## config.mk

```make
export PLATFORM = sky130hd
export DESIGN_NAME = sup_status_reg
export DESIGN_NICKNAME = d
export VERILOG_FILES = /design/src/rtl/sup_pkg.sv /design/src/rtl/sup_chan_sel.sv /design/src/rtl/sup_read_port.sv /design/src/rtl/sup_sync_watchdog.sv /design/src/rtl/sup_status_reg.sv
export SDC_FILE = /design/constraint.sdc
export NUM_CORES = 1
export LEC_CHECK = 0
export ABC_CLOCK_PERIOD_IN_PS = 1900
export BUFFER_PORTS_ARGS = -buffer_cell sky130_fd_sc_hd__buf_2
export CAP_MARGIN = 20
export CORE_MARGIN = 2
export CORE_UTILIZATION = 53
export DETAILED_ROUTE_END_ITERATION = 8
export GPL_TIMING_DRIVEN = 0
export PLACE_DENSITY = 0.79
export SLEW_MARGIN = 40
export SYNTH_ARGS = -nofsm -noshare
export SYNTH_HDL_FRONTEND = slang
export SYNTH_SLANG_ARGS = --single-unit
```

## constraint.sdc

```tcl
create_clock -name clk -period 1.9 [get_ports clk]
set_input_delay 0.19 -clock clk [delete_from_list [all_inputs] [get_ports clk]]
set_output_delay 0.19 -clock clk [all_outputs]
set_load 0.02 [all_outputs]
```

## src/rtl/sup_pkg.sv

```systemverilog
// Shared types for the supervision status register.
// Assumes: a channel's status is exactly two bits, B above A.
package sup_pkg;
    typedef struct packed {
        logic b;
        logic a;
    } sup_pair_t;
endpackage

```

## src/rtl/sup_chan_sel.sv

```systemverilog
// Per-channel source selection: forms the {B,A} pair for one channel.
// Assumes: all inputs are already debounced and synchronous to clk.
module sup_chan_sel
    import sup_pkg::*;
(
    input  logic      a_in,
    input  logic      b_in,
    input  logic      alt_in,
    input  logic      mux_mode,
    output sup_pair_t pair
);
    // Choose the B source by mode; A passes straight through.
    always_comb begin
        pair.a = a_in;
        pair.b = mux_mode ? alt_in : b_in;
    end
endmodule

```

## src/rtl/sup_read_port.sv

```systemverilog
// Host read port: captures the packed word on a strobe and returns it with
// a one-cycle valid pulse on the following cycle.
// Assumes: rd_req is synchronous; no gating, reads accepted every cycle.
module sup_read_port #(
    parameter int WIDTH = 8
) (
    input  logic             clk,
    input  logic             rst_n,
    input  logic             rd_req,
    input  logic [WIDTH-1:0] word_in,
    output logic             rd_valid,
    output logic [WIDTH-1:0] rd_data
);
    // Capture on strobe, hold otherwise; valid mirrors the strobe one cycle late.
    always_ff @(posedge clk) begin
        if (!rst_n) begin
            rd_valid <= 1'b0;
            rd_data  <= '0;
        end else begin
            rd_valid <= rd_req;
            if (rd_req) rd_data <= word_in;
        end
    end

    assert_valid_follows_R5: assert property (@(posedge clk) disable iff (!rst_n)
        rd_req |=> rd_valid);
    assert_no_spurious_valid_R6: assert property (@(posedge clk) disable iff (!rst_n)
        !rd_req |=> !rd_valid);
    assert_data_held_R6: assert property (@(posedge clk) disable iff (!rst_n)
        !rd_req |=> $stable(rd_data));
endmodule

```

## src/rtl/sup_sync_watchdog.sv

```systemverilog
// Frame-sync watchdog: counts clocks since the last frame-sync pulse and
// flags loss once TIMEOUT edges pass without one.
// Assumes: fsync is a single-cycle pulse synchronous to clk; TIMEOUT >= 2.
module sup_sync_watchdog #(
    parameter int TIMEOUT = 64000
) (
    input  logic clk,
    input  logic rst_n,
    input  logic fsync,
    output logic sync_lost
);
    localparam int CW = $clog2(TIMEOUT + 1);
    localparam logic [CW-1:0] LIMIT = CW'(TIMEOUT);

    logic [CW-1:0] gap_cnt;

    // Count the gap, saturating at the limit; a pulse restarts it.
    always_ff @(posedge clk) begin
        if (!rst_n)              gap_cnt <= LIMIT;
        else if (fsync)          gap_cnt <= '0;
        else if (gap_cnt != LIMIT) gap_cnt <= gap_cnt + 1'b1;
    end

    // Raise the flag when the gap reaches the limit; clear on a pulse.
    always_ff @(posedge clk) begin
        if (!rst_n)                          sync_lost <= 1'b1;
        else if (fsync)                      sync_lost <= 1'b0;
        else if (gap_cnt == LIMIT - 1'b1)    sync_lost <= 1'b1;
    end

    assert_pulse_clears_R8: assert property (@(posedge clk) disable iff (!rst_n)
        fsync |=> !sync_lost);
    assert_rise_needs_gap_R7: assert property (@(posedge clk) disable iff (!rst_n)
        $rose(sync_lost) |-> $past(!fsync));
endmodule

```

## src/rtl/sup_status_reg.sv

```systemverilog
// Four-channel supervision status register top. Packs per-channel {B,A}
// pairs into one word {B3,A3,...,B0,A0}, serves host reads, and tracks
// frame-sync presence.
// Assumes: detector inputs are already filtered and synchronous to clk.
module sup_status_reg
    import sup_pkg::*;
#(
    parameter int NUM_CH       = 4,
    parameter int SYNC_TIMEOUT = 64000
) (
    input  logic                  clk,
    input  logic                  rst_n,
    input  logic                  fsync,
    input  logic                  mux_mode,
    input  logic [NUM_CH-1:0]     det_a,
    input  logic [NUM_CH-1:0]     det_b,
    input  logic [NUM_CH-1:0]     det_alt,
    input  logic                  rd_req,
    output logic                  rd_valid,
    output logic [2*NUM_CH-1:0]   rd_data,
    output logic                  sync_lost
);
    localparam int WORD_W = 2 * NUM_CH;

    sup_pair_t [NUM_CH-1:0] pairs;

    for (genvar ch = 0; ch < NUM_CH; ch++) begin : g_ch
        sup_chan_sel u_sel (
            .a_in     (det_a[ch]),
            .b_in     (det_b[ch]),
            .alt_in   (det_alt[ch]),
            .mux_mode (mux_mode),
            .pair     (pairs[ch])
        );
    end

    sup_read_port #(.WIDTH(WORD_W)) u_rd (
        .clk      (clk),
        .rst_n    (rst_n),
        .rd_req   (rd_req),
        .word_in  (pairs),
        .rd_valid (rd_valid),
        .rd_data  (rd_data)
    );

    sup_sync_watchdog #(.TIMEOUT(SYNC_TIMEOUT)) u_wd (
        .clk       (clk),
        .rst_n     (rst_n),
        .fsync     (fsync),
        .sync_lost (sync_lost)
    );

    assert_reset_state_R1: assert property (@(posedge clk)
        !rst_n |=> (rd_data == '0) && !rd_valid && sync_lost);
    assert_alt_source_R4: assert property (@(posedge clk) disable iff (!rst_n)
        (rd_req && mux_mode) |=> rd_data[1] == $past(det_alt[0]));
    assert_a_source_R2: assert property (@(posedge clk) disable iff (!rst_n)
        rd_req |=> rd_data[0] == $past(det_a[0]));
endmodule

```

==> impl_metrics.py <==
metrics = {
    "sta": {
        "fin_skew_ns": 0.00661,
        "drv_slew": 0,
        "timing.fmax_ghz": 0.589,
        "rsz0062_at_grt": "no",
        "setup_viol": 0,
        "fin_tns_setup_ns": 0,
        "fin_crit_ns": 1.70,
        "finalHoldViolations": 0,
        "worstMarginPinSlew_ns": 0.425,
        "holdWs_ns": 0.127,
        "slew_headroom": 0.717,
        "post-route-period-util": 0.893,
    },
    "worst_setup_path": {
        "slowest_delay_ns": 0.58,
        "cpMostUsedCell": "nand3b_1",
        "crit_buf_inv": 0,
        "cp-startpoint": "u_wd.gap_cnt[1]$_SDFFE_PP0N_",
        "end_kind": "flip-flop",
        "reg2reg_depth": 5,
        "r2r_slack_ns": 0.20,
        "reg2reg_from": "u_wd.gap_cnt[1]$_SDFFE_PP0N_",
        "r2r_end": "u_wd.gap_cnt[14]$_SDFFE_PN1P_",
        "critPathSlowestCell": "or4_4",
        "crit_end": "u_wd.gap_cnt[14]$_SDFFE_PN1P_",
        "worstPathCellList": "ha_1, nand3_2, or4_4, nand3b_1, nand3b_1",
        "critPathLaunchType": "flip-flop",
        "crit_path_max_fanout": 8,
        "cp.arrival_ns": 1.92,
        "critPathTopFamily": "simple AND/OR/NAND/NOR gates",
        "cp_num_cells": 5,
        "required_ns": 2.12,
        "setup.worst_path.class": "reg -> reg",
    },
    "cells_and_area": {
        "drive_above_1_share": 0.260,
        "fillers": 194,
        "final_cell_mix": "buf_2 (26), dfxtp_1 (26), nand2_1 (8), mux2i_1 (8)",
        "area_growth_pct": 15.1,
        "instances_no_fill": 197,
        "nets": 189,
        "num_antenna_cells": 0,
    },
    "clock_tree": {
        "cts_tree": "yes",
        "holdBufCountCts": 0,
        "cts_resized": 0,
        "cts-root-buf": "clkbuf_4",
        "cts.path.max_buffers": 2,
        "cts-buffers-inserted": 3,
        "cts_max_level": 1,
        "clk_pin_slew_worst_paths_ns": 0.14,
        "worst_skew_pair.late_latency_ns": 0.31,
        "clock-sinks": 26,
        "post_cts.repair.setup_buffers": 0,
    },
    "global_routing": {
        "antenna_found_initial": 0,
        "grt_start_max_net_pins": 15,
        "overflow": 0,
        "first_global_vias": 1069,
        "grt_pass1_wl_um": 4610,
        "grt_use_total": 0.217,
    },
    "placed_design": {
        "io_buffers": 25,
        "hpwl_um": 1880,
        "dp.cells": 193,
        "routabilityCongestion": 0.886,
    },
    "logic_synthesis": {
        "synth_compound_area_frac": 0.0934,
        "synth_fa_ha_area_frac": 0.0193,
        "synth_top_family_by_area": "simple AND/OR/NAND/NOR gates",
        "syn_inst": 140,
        "synthTopCellsByArea": "dfxtp_1 (40%), mux2i_1 (6.2%), xnor2_1 (4.7%)",
        "synth_xor_xnor_area_share": 0.0539,
        "synth_top_area_cell": "dfxtp_1",
        "yosys_warnings": 0,
        "syn_area_per_cell_um2": 9.28,
        "ys_seq_area_frac": 0.401,
        "synth_edf_count": 0,
        "synth.net_count": 159,
        "synth_top_area_frac": 0.401,
        "synthMuxAreaShare": 0.0617,
        "synth-simple-area-share": 0.289,
        "ys_types": 36,
        "syn_area_um2": 1300,
        "synth-seq-cells": 26,
        "ys.flop_type": "dfxtp_1",
        "synth_async_sr_flop_share": 0,
    },
    "power": {
        "seq_power_share": 0.589,
        "clock_power_share": 0.272,
        "p_sw_mw": 0.251,
        "p_sw_frac": 0.250,
        "ir_worst_vdd_v": 0.000438,
        "powerDensity_nw_per_um2": 670,
        "p_int_mw": 0.751,
        "p_comb_frac": 0.139,
        "p_leak_nw": 0.621,
    },
    "flow_run": {
        "drv_cap": 0,
    },
    "floorplan": {
        "initial_utilization": 0.576,
        "die_h_um": 53.5,
        "core_area_um2": 2250,
        "die_area_um2": 2860,
        "ioPinCount": 27,
        "die_w_um": 53.5,
        "rows": 17,
    },
    "routing": {
        "drc": 0,
        "wl_um": 2590,
        "drtIter0Drc": 16,
        "wire_per_inst_um": 13.1,
        "avgViaCountPerCell": 5.68,
        "vias": 1118,
        "antenna_left": 0,
        "firstDrtPassIters": 4,
    },
    "min_path": {
        "min_path_type": "in -> reg",
    },
    "run_status": {
        "status": "complete, no violations",
    },
}
kinds of logic (layout without fill, tap and decap cells):
kind of cell,Yosys count,in the layout
AND/OR/NAND/NOR,61,61
flip-flops,26,26
AO/OA/AOI/OAI,19,19
buffers and inverters,16,45
XOR/XNOR,8,8
multiplexers,8,8
adder cells (fa/ha/maj),2,2
worst register-to-register path, cell delays in order (launching register included):
cell,delay [ns]
dfxtp_1,0.44
ha_1,0.23
nand3_2,0.19
or4_4,0.58
nand3b_1,0.10
nand3b_1,0.07
state kept, by name (all words and copies together), names as in the netlist:
| signal | flops |
|---|---|
| u_rd.rd_valid | 1 |
| u_wd.sync_lost | 1 |
| u_rd.rd_data | 8 |
| u_wd.gap_cnt | 16 |
synthesized netlist by cell type (2+ instances only):
master / instances
dfxtp_1: 26
ha_1: 2
nand2_1: 8
nor2b_1: 4
nand3_2: 2
o211ai_1: 2
nor4_1: 4
xnor2_1: 7
nand3b_1: 4
o21ai_0: 7
clkbuf_1: 3
and3_1: 2
or4_4: 2
clkbuf_8: 3
nand4_1: 7
a21oi_1: 5
inv_1: 6
nor3_2: 2
nand2b_1: 3
o211a_1: 4
nand3_1: 3
nor3_1: 7
nor2_1: 7
mux2i_1: 8
routing by layer:
layer  GRT usage  part of all wire  vias to the layer above
met5           0                 0                        -
met4      0.0897             0.021                        0
met3      0.0282             0.042                        4
met2       0.358              0.46                       33
met1       0.284              0.47                      525
li1            -                 -                      556
metrics by stage:
stage                     cell area (µm²)  power [mW]   util  setup WS, ns
after detailed placement             1460       0.739  0.647         0.211
final                                1500        1.00  0.663         0.203
after global placement               1460       0.732  0.647         0.265
after floorplan                      1300       0.690      -         0.368
after CTS                            1500        1.01  0.663         0.200
after global routing                 1500        1.05  0.663        0.0991
worst min path at each step:
stage | start | to | cells past startpoint
4_1_cts | det_a[3] | u_rd.rd_data[6]$_SDFFE_PN0P_ | 3
5_1_grt | det_a[3] | u_rd.rd_data[6]$_SDFFE_PN0P_ | 3
3_5_place_dp | det_a[3] | u_rd.rd_data[6]$_SDFFE_PN0P_ | 3
6_report | det_a[3] | u_rd.rd_data[6]$_SDFFE_PN0P_ | 3
3_3_place_gp | det_a[2] | u_rd.rd_data[4]$_SDFFE_PN0P_ | 3
2_1_floorplan | rst_n | u_rd.rd_valid$_SDFF_PN0_ | 1
power by group through the flow:
stage / logic [mW] / registers [mW] / clock network, mW
6_report: 0.140 / 0.590 / 0.272
5_1_grt: 0.155 / 0.594 / 0.302
4_1_cts: 0.140 / 0.589 / 0.282
3_5_place_dp: 0.140 / 0.600 / 0
3_3_place_gp: 0.133 / 0.599 / 0
2_1_floorplan: 0.0752 / 0.615 / 0
area by class of cell:
| cell class | instances | area (µm²) | share of cell area |
|---|---|---|---|
| buffer | 10 | 83.8 | 0.0561 |
| multi-input combinational | 98 | 672 | 0.449 |
| timing repair buffer | 25 | 125 | 0.0837 |
| clock buffer | 4 | 36.3 | 0.0243 |
| sequential | 26 | 520 | 0.348 |
| inverter | 6 | 22.5 | 0.0151 |
| tap | 28 | 35.0 | 0.0234 |
Power figures use the tool's default switching activity.
